File: config.mk
export PLATFORM = sky130hd
export DESIGN_NAME = stream_gate
export DESIGN_NICKNAME = d
export VERILOG_FILES = /design/src/rtl/stream_gate_pkg.sv /design/src/rtl/sg_cfg_regs.sv /design/src/rtl/sg_enable_ctrl.sv /design/src/rtl/sg_datapath.sv /design/src/rtl/stream_gate.sv
export SDC_FILE = /design/constraint.sdc
export NUM_CORES = 1
export LEC_CHECK = 0
export BUFFER_PORTS_ARGS = -buffer_cell sky130_fd_sc_hd__buf_2
export CAP_MARGIN = 5
export CELL_PAD_IN_SITES_DETAIL_PLACEMENT = 0
export CELL_PAD_IN_SITES_GLOBAL_PLACEMENT = 1
export CORE_ASPECT_RATIO = 0.9
export CORE_MARGIN = 2
export CORE_UTILIZATION = 21
export CTS_BUF_LIST = sky130_fd_sc_hd__clkbuf_8
export CTS_CLUSTER_SIZE = 16
export DETAILED_ROUTE_END_ITERATION = 10
export PLACE_DENSITY_LB_ADDON = 0.1
export SYNTH_ARGS = -nofsm -noshare
export SYNTH_HDL_FRONTEND = slang
export SYNTH_SLANG_ARGS = --single-unit
File: constraint.sdc
create_clock -name clk -period 2.8 [get_ports clk]
set_input_delay 0.28 -clock clk [delete_from_list [all_inputs] [get_ports clk]]
set_output_delay 0.28 -clock clk [all_outputs]
set_load 0.005 [all_outputs]
File: src/rtl/stream_gate_pkg.sv
package stream_gate_pkg;

    typedef enum logic [1:0] {
        PWR_D0 = 2'd0,
        PWR_D1 = 2'd1,
        PWR_D2 = 2'd2,
        PWR_D3 = 2'd3
    } pwr_e;

    typedef struct packed {
        logic sid_nz;
        logic full_pwr;
        logic dig_ok;
    } enable_cond_t;

    typedef struct packed {
        logic cap_en;
        logic dec_en;
    } gate_en_t;

    function automatic enable_cond_t make_cond(input logic sid_nz,
                                               input logic [1:0] pwr,
                                               input logic dig_en,
                                               input logic need_dig);
        enable_cond_t c;
        c.sid_nz   = sid_nz;
        c.full_pwr = (pwr == PWR_D0);
        c.dig_ok   = dig_en | ~need_dig;
        return c;
    endfunction

    function automatic logic cond_met(input enable_cond_t c);
        return c.sid_nz & c.full_pwr & c.dig_ok;
    endfunction

endpackage

File: src/rtl/sg_cfg_regs.sv
module sg_cfg_regs
    import stream_gate_pkg::*;
#(
    parameter int SID_W = 4,
    parameter int FMT_W = 16
) (
    input  logic             clk,
    input  logic             rst,
    input  logic             active,
    input  logic             sid_wr_en,
    input  logic [SID_W-1:0] sid_wr_data,
    input  logic             fmt_wr_en,
    input  logic [FMT_W-1:0] fmt_wr_data,
    output logic [SID_W-1:0] sid_q,
    output logic [FMT_W-1:0] fmt_q,
    output logic             fmt_blocked
);

    logic fmt_accept;
    logic fmt_refuse;

    assign fmt_accept = fmt_wr_en & ~active;
    assign fmt_refuse = fmt_wr_en &  active;

    always_ff @(posedge clk) begin
        if (rst) begin
            sid_q <= '0;
        end else if (sid_wr_en) begin
            sid_q <= sid_wr_data;
        end
    end

    always_ff @(posedge clk) begin
        if (rst) begin
            fmt_q       <= '0;
            fmt_blocked <= 1'b0;
        end else begin
            if (fmt_accept) begin
                fmt_q <= fmt_wr_data;
            end
            if (fmt_refuse) begin
                fmt_blocked <= 1'b1;
            end
        end
    end

endmodule

File: src/rtl/sg_enable_ctrl.sv
module sg_enable_ctrl
    import stream_gate_pkg::*;
#(
    parameter int SID_W      = 4,
    parameter bit IS_DIGITAL = 1'b1
) (
    input  logic             clk,
    input  logic             rst,
    input  logic             frame_sync,
    input  logic [SID_W-1:0] sid_q,
    input  logic [1:0]       pwr_state,
    input  logic             dig_en,
    output logic             active
);

    localparam logic NEED_DIG = IS_DIGITAL;

    enable_cond_t cond;
    logic         want;

    always_comb begin
        cond = make_cond(|sid_q, pwr_state, dig_en, NEED_DIG);
        want = cond_met(cond);
    end

    always_ff @(posedge clk) begin
        if (rst) begin
            active <= 1'b0;
        end else if (frame_sync) begin
            active <= want;
        end
    end

endmodule

File: src/rtl/sg_datapath.sv
module sg_datapath
    import stream_gate_pkg::*;
#(
    parameter int SID_W      = 4,
    parameter int DATA_W     = 24,
    parameter bit IS_CAPTURE = 1'b0
) (
    input  logic              active,
    input  logic [SID_W-1:0]  sid_q,
    input  logic              mute,
    input  logic              link_valid,
    input  logic [SID_W-1:0]  link_tag,
    input  logic [DATA_W-1:0] link_data,
    input  logic [DATA_W-1:0] cap_data,
    input  logic              test_sel,
    input  logic [DATA_W-1:0] test_data,
    output gate_en_t          en,
    output logic [DATA_W-1:0] cap_tx_data,
    output logic [DATA_W-1:0] rnd_out_data
);

    localparam logic CAP_KIND = IS_CAPTURE;
    localparam logic RND_KIND = !IS_CAPTURE;

    logic tag_hit;
    logic [DATA_W-1:0] link_sample;

    assign tag_hit = link_valid && (link_tag == sid_q) && (link_tag != '0);

    always_comb begin
        en.cap_en = active & CAP_KIND;
        en.dec_en = active & RND_KIND & tag_hit;
    end

    always_comb begin
        cap_tx_data = (en.cap_en && !mute) ? cap_data : '0;
        link_sample = (en.dec_en && !mute) ? link_data : '0;
        rnd_out_data = test_sel ? test_data : link_sample;
    end

endmodule

File: src/rtl/stream_gate.sv
module stream_gate
    import stream_gate_pkg::*;
#(
    parameter int SID_W      = 4,
    parameter int FMT_W      = 16,
    parameter int DATA_W     = 24,
    parameter bit IS_CAPTURE = 1'b0,
    parameter bit IS_DIGITAL = 1'b1
) (
    input  logic              clk,
    input  logic              rst,
    input  logic              frame_sync,
    input  logic              sid_wr_en,
    input  logic [SID_W-1:0]  sid_wr_data,
    input  logic              fmt_wr_en,
    input  logic [FMT_W-1:0]  fmt_wr_data,
    input  logic [1:0]        pwr_state,
    input  logic              dig_en,
    input  logic              mute,
    input  logic              link_valid,
    input  logic [SID_W-1:0]  link_tag,
    input  logic [DATA_W-1:0] link_data,
    input  logic [DATA_W-1:0] cap_data,
    input  logic              test_sel,
    input  logic [DATA_W-1:0] test_data,
    output logic              active,
    output logic              cap_tx_en,
    output logic [DATA_W-1:0] cap_tx_data,
    output logic              rnd_dec_en,
    output logic [DATA_W-1:0] rnd_out_data,
    output logic [SID_W-1:0]  sid_q,
    output logic [FMT_W-1:0]  fmt_q,
    output logic              fmt_wr_blocked
);

    gate_en_t en;

    sg_cfg_regs #(.SID_W(SID_W), .FMT_W(FMT_W)) u_cfg (
        .clk         (clk),
        .rst         (rst),
        .active      (active),
        .sid_wr_en   (sid_wr_en),
        .sid_wr_data (sid_wr_data),
        .fmt_wr_en   (fmt_wr_en),
        .fmt_wr_data (fmt_wr_data),
        .sid_q       (sid_q),
        .fmt_q       (fmt_q),
        .fmt_blocked (fmt_wr_blocked)
    );

    sg_enable_ctrl #(.SID_W(SID_W), .IS_DIGITAL(IS_DIGITAL)) u_ctrl (
        .clk        (clk),
        .rst        (rst),
        .frame_sync (frame_sync),
        .sid_q      (sid_q),
        .pwr_state  (pwr_state),
        .dig_en     (dig_en),
        .active     (active)
    );

    sg_datapath #(.SID_W(SID_W), .DATA_W(DATA_W), .IS_CAPTURE(IS_CAPTURE)) u_dp (
        .active       (active),
        .sid_q        (sid_q),
        .mute         (mute),
        .link_valid   (link_valid),
        .link_tag     (link_tag),
        .link_data    (link_data),
        .cap_data     (cap_data),
        .test_sel     (test_sel),
        .test_data    (test_data),
        .en           (en),
        .cap_tx_data  (cap_tx_data),
        .rnd_out_data (rnd_out_data)
    );

    assign cap_tx_en  = en.cap_en;
    assign rnd_dec_en = en.dec_en;

endmodule

Word level (Yosys, flattened, before mapping)
Index checks and enable logic that the tools add are counted.

word-level totals
  bits in registers = 22
  input port bits = 107
  output and inout bits = 72
  word-level logic and storage cells = 20

operators by class
  equal/unequal tests = 1
  mux-type cells = 2
  bitwise logic cells = 6
  reductions and logical operators = 7

operator list
  operator             count
  24-bit two-way mux   2
  1-bit bitwise AND    5
  4-bit equality test  1
  4-bit nonzero test   1
  4-bit OR reduction   1
  1-bit logical AND    3
  2-bit logical NOT    1
  1-bit logical NOT    1
  1-bit inverter       1

Logic depth before layout (Yosys ltp)
  depth after elaboration = 7
  gate-level depth with buffers = 6
  gate-level depth less buffers = 4

Hierarchy
A second synthesis with hierarchy kept.

second synthesis, totals
  cells, all modules = 162
  area, all modules = 1546.5 um2

modules (own cells, without submodules)
  module          times used  cells an instance  area an instance (um2)  sequential area each (um2)
  sg_cfg_regs     1           88                 932.1                   420.4
  sg_datapath     1           69                 561.8                   0.0
  sg_enable_ctrl  1           5                  52.6                    20.0

Least setup slack after synthesis
Ideal clock, no wire load.

  path type = input port to output port
  start = input link_tag[3]
  end = output rnd_out_data[10]
  data arrival time = 1.421 ns
  required time = 2.520 ns
  path slack = 1.099 ns
  cell stages on the path = 6
  buffers on the path = 2
  cells stage by stage = or3_4 a21oi_2 and4b_1 buf_6 buf_8 a22o_1

on the way
  cells in the longest elaborated chain, start to end = 7
  elaborated cells on any way between the ends = 8
  those cells by class = eq/ne (1); mux (2); bitwise (1); reduce/logical (4)

RTL lines
  item                  RTL line           text
  from (decl)           stream_gate.sv:21  input logic [SID_W-1:0] link_tag,
  4-bit equality test   sg_datapath.sv:28  assign tag_hit = link_valid && (link_tag == sid_q) && (link_tag != '0);
  1-bit logical AND     sg_datapath.sv:28
  1-bit logical AND *   sg_datapath.sv:28
  1-bit bitwise AND *   sg_datapath.sv:32  en.dec_en = active & RND_KIND & tag_hit;
  1-bit logical AND *   sg_datapath.sv:37  link_sample = (en.dec_en && !mute) ? link_data : '0;
  24-bit two-way mux *  sg_datapath.sv:37
  24-bit two-way mux *  sg_datapath.sv:38  rnd_out_data = test_sel ? test_data : link_sample;
  to (decl)             stream_gate.sv:30  output logic [DATA_W-1:0] rnd_out_data,

Mark *: on every way between the ends. The rest lies on a longest branch, timed or not.

Worst setup path after layout
  start = register u_ctrl.active
  end = output rnd_out_data[2]

on the way
  cells in the longest elaborated chain, start to end = 4

RTL lines
  item                    RTL line              text
  from (decl)             sg_enable_ctrl.sv:13  output logic active
  from (signal assigned)  sg_enable_ctrl.sv:30  active <= want;
  1-bit bitwise AND       sg_datapath.sv:32
  1-bit logical AND       sg_datapath.sv:37
  24-bit two-way mux      sg_datapath.sv:37
  24-bit two-way mux      sg_datapath.sv:38

No other way between the ends.

==> impl_metrics.json <==
{
  "status": "finished clean",
  "max_slew_margin": 0.401,
  "syn_inst": 162,
  "endpoint_kind": "output pin",
  "netlist-cell-type-count": 25,
  "antenna_cells": 0,
  "io_buffers": 129,
  "drtIter0Drc": 32,
  "crit_path_cell_trace": "nand2_1 > a211oi_1 > and4b_1 > a22o_2 > buf_2",
  "fin_area_mm2": 0.00196,
  "r2r_end": "u_cfg.fmt_q[13]",
  "critPathKind": "flop to output pin",
  "syn_avg_cell_area_um2": 8.29,
  "drc": 0,
  "seq_area_frac_synth": 0.328,
  "critical-path-max-stage-delay_ns": 0.84,
  "period_needed_ns": 2.52,
  "finClkSkew_ns": 0.00195,
  "p_int_uw": 549,
  "pwr-share-seq": 0.458,
  "rrSetupSlack_ns": 1.49,
  "p_leak_uw": 0.00109,
  "cts-root-buf": "clkbuf_8",
  "htreeDepth": 1,
  "drive_above_1_share": 0.496,
  "pin_count": 179,
  "avgViaCountPerCell": 4.02,
  "fin_tns_setup_ns": 0,
  "gp_congestion": 0.705,
  "peakVddDrop_mv": 0.251,
  "finalWorstSetupSlack_ns": 0.276,
  "firstDrtPassIters": 4,
  "clkLatencyLatePin_ns": 0.26,
  "hold_class": "input pin to flop",
  "synthArstFlopShare": 0,
  "worst_pin_slew_ns": 0.897,
  "power-per-cell-area_mw_per_mm2": 379,
  "initial_core_util": 0.219,
  "r2r_cells": 3,
  "wirelength_um": 4720,
  "fin_crit_sh": 0.901,
  "antenna_found_initial": 0,
  "ys.warnings.count": 0,
  "post_drt_wl_per_cell_um": 12.8,
  "top_usage_layer": "met2",
  "met2_usage": 0.209,
  "core.rowCount": 27,
  "clockPowerShare": 0.306,
  "pre_cts_slack_ns": 0.553,
  "nets": 390,
  "numCtsBuffers": 3,
  "via_count": 1484,
  "cts_resized": 0,
  "grt_max_degree": 26,
  "p_switching_uw": 194,
  "critPathRequiredTime_ns": 2.52,
  "grt_overflow": 0,
  "crit_start": "u_ctrl.active",
  "synth_seq_cells": 22,
  "hpwl_um": 3820,
  "antenna_left": 0,
  "arrival_ns": 2.24,
  "finalHoldViolCount": 0,
  "die-area_mm2": 0.00706,
  "cts_hold_buf": 0,
  "grt_pass1_vias": 1309,
  "synth.cell_area_mm2": 0.00134,
  "track_usage": 0.119,
  "maxCapViolations": 0,
  "critPathCapture": "rnd_out_data[2]",
  "core-area_mm2": 0.00615,
  "die_h_um": 79.9,
  "timing.fmax_mhz": 396,
  "cts_tree": "yes",
  "clock_path_buffers": 2,
  "grt_pass1_wl_um": 6620,
  "critPathLaunchType": "flop",
  "cts_sinks": 22,
  "synth-edff-count": 0,
  "area_growth_pct": 45.7,
  "r2r_start": "u_ctrl.active",
  "globalRouteMet3Util": 0.0300,
  "place_area_mm2": 0.00190,
  "crit_slowest_cell": "and4b_1",
  "crit_fanout": 24,
  "final_max_slew_viol_count": 0,
  "rsz0062_at_grt": "no",
  "p_sw_frac": 0.261,
  "grtUsageMet1": 0.147,
  "pwr-share-comb": 0.237,
  "clk_pin_slew_worst_paths_ns": 0.08,
  "setup_violations": 0,
  "cts_setup_buffers": 0,
  "synth_flop_cell": "dfxtp_1",
  "die_x_um": 88.3
}
[per-layer routing]
layer	share of wire	vias up	routed length, um
li1	-	742	-
met1	0.41	657	1940
met4	0	0	0
met3	0.092	0	435
met5	0	-	0
met2	0.50	85	2350
[state kept, by name, indices dropped and copies added (netlist names)]
signal,flops
u_ctrl.active,1
u_cfg.sid_q,4
u_cfg.fmt_q,16
u_cfg.fmt_blocked,1
[synthesized netlist by cell type, types with 2 or more instances]
master    instances  area (um2)
a21oi_1          17        85.1
a22o_1           20         175
a22o_2            4        40.0
buf_4            25         188
buf_8             2        30.0
clkbuf_1          6        22.5
clkbuf_8          2        27.5
dfxtp_1          22         440
mux2i_1           5        50.1
nand2_1          34         128
nor2_1            9        33.8
xor2_1            3        26.3
[metrics by stage]
step	util	total power (uW)	hold WS [ns]	std cells
after global placement	0.310	525	0.440	365
after CTS	0.318	759	0.242	369
after detailed placement	0.310	526	0.444	365
final	0.318	743	0.248	369
after global routing	0.318	795	0.245	369
after floorplan	-	451	0.349	186
[critical path, delay by kind of cell, from the launching register on]
kind,cells,cell delay [ns]
buffers and inverters,1,0.11
and+or+nand+nor,2,0.93
AOI/OAI and AO/OA,2,0.53
DFF,1,0.41
[how the worst min path moves through the flow]
stage | from | end | slack [ns] | cells past startpoint
detailed placement | u_cfg.fmt_q[12] | u_cfg.fmt_q[12] | 0.44 | 2
finish | fmt_wr_data[6] | u_cfg.fmt_q[6] | 0.25 | 3
global route | fmt_wr_data[1] | u_cfg.fmt_q[1] | 0.24 | 3
floorplan | rst | u_cfg.fmt_q[0] | 0.35 | 1
CTS | fmt_wr_data[6] | u_cfg.fmt_q[6] | 0.24 | 3
global placement | u_cfg.fmt_q[15] | u_cfg.fmt_q[15] | 0.44 | 2
[cells in the final DEF, fill, tap and decap left out, drive strengths merged, types with 3 or more instances in the layout]
cell type  Yosys  routed
nor2           9       9
a21oi         18      18
buf           29     130
a22o          24      24
clkbuf         8       4
mux2i          5       5
dfxtp         22      22
xor2           3       3
nand2         34      34
conb           1      25
[cells by family after synthesis]
group / Yosys count / synth area share
simple gates: 49 / 0.156
mux: 5 / 0.0372
flops: 22 / 0.328
other cells: 1 / 0.00279
compound gates: 43 / 0.236
buf+inv: 39 / 0.221
xor+xnor: 3 / 0.0196
[power by group through the flow]
stage	registers [uW]	logic (uW)	clock network, uW
final	340	176	227
after global routing	342	200	253
after CTS	340	179	240
after detailed placement	348	178	0
after global placement	347	178	0
after floorplan	348	103	0
[cell type report]
type	instances	area, um2
clock buffers	4	55.1
fillers	696	4190
inverters	1	3.75
multi-input cells	125	697
flip-flops and latches	22	440
well taps	87	109
repair buffers	130	653
Power figures use the tool's default switching activity.
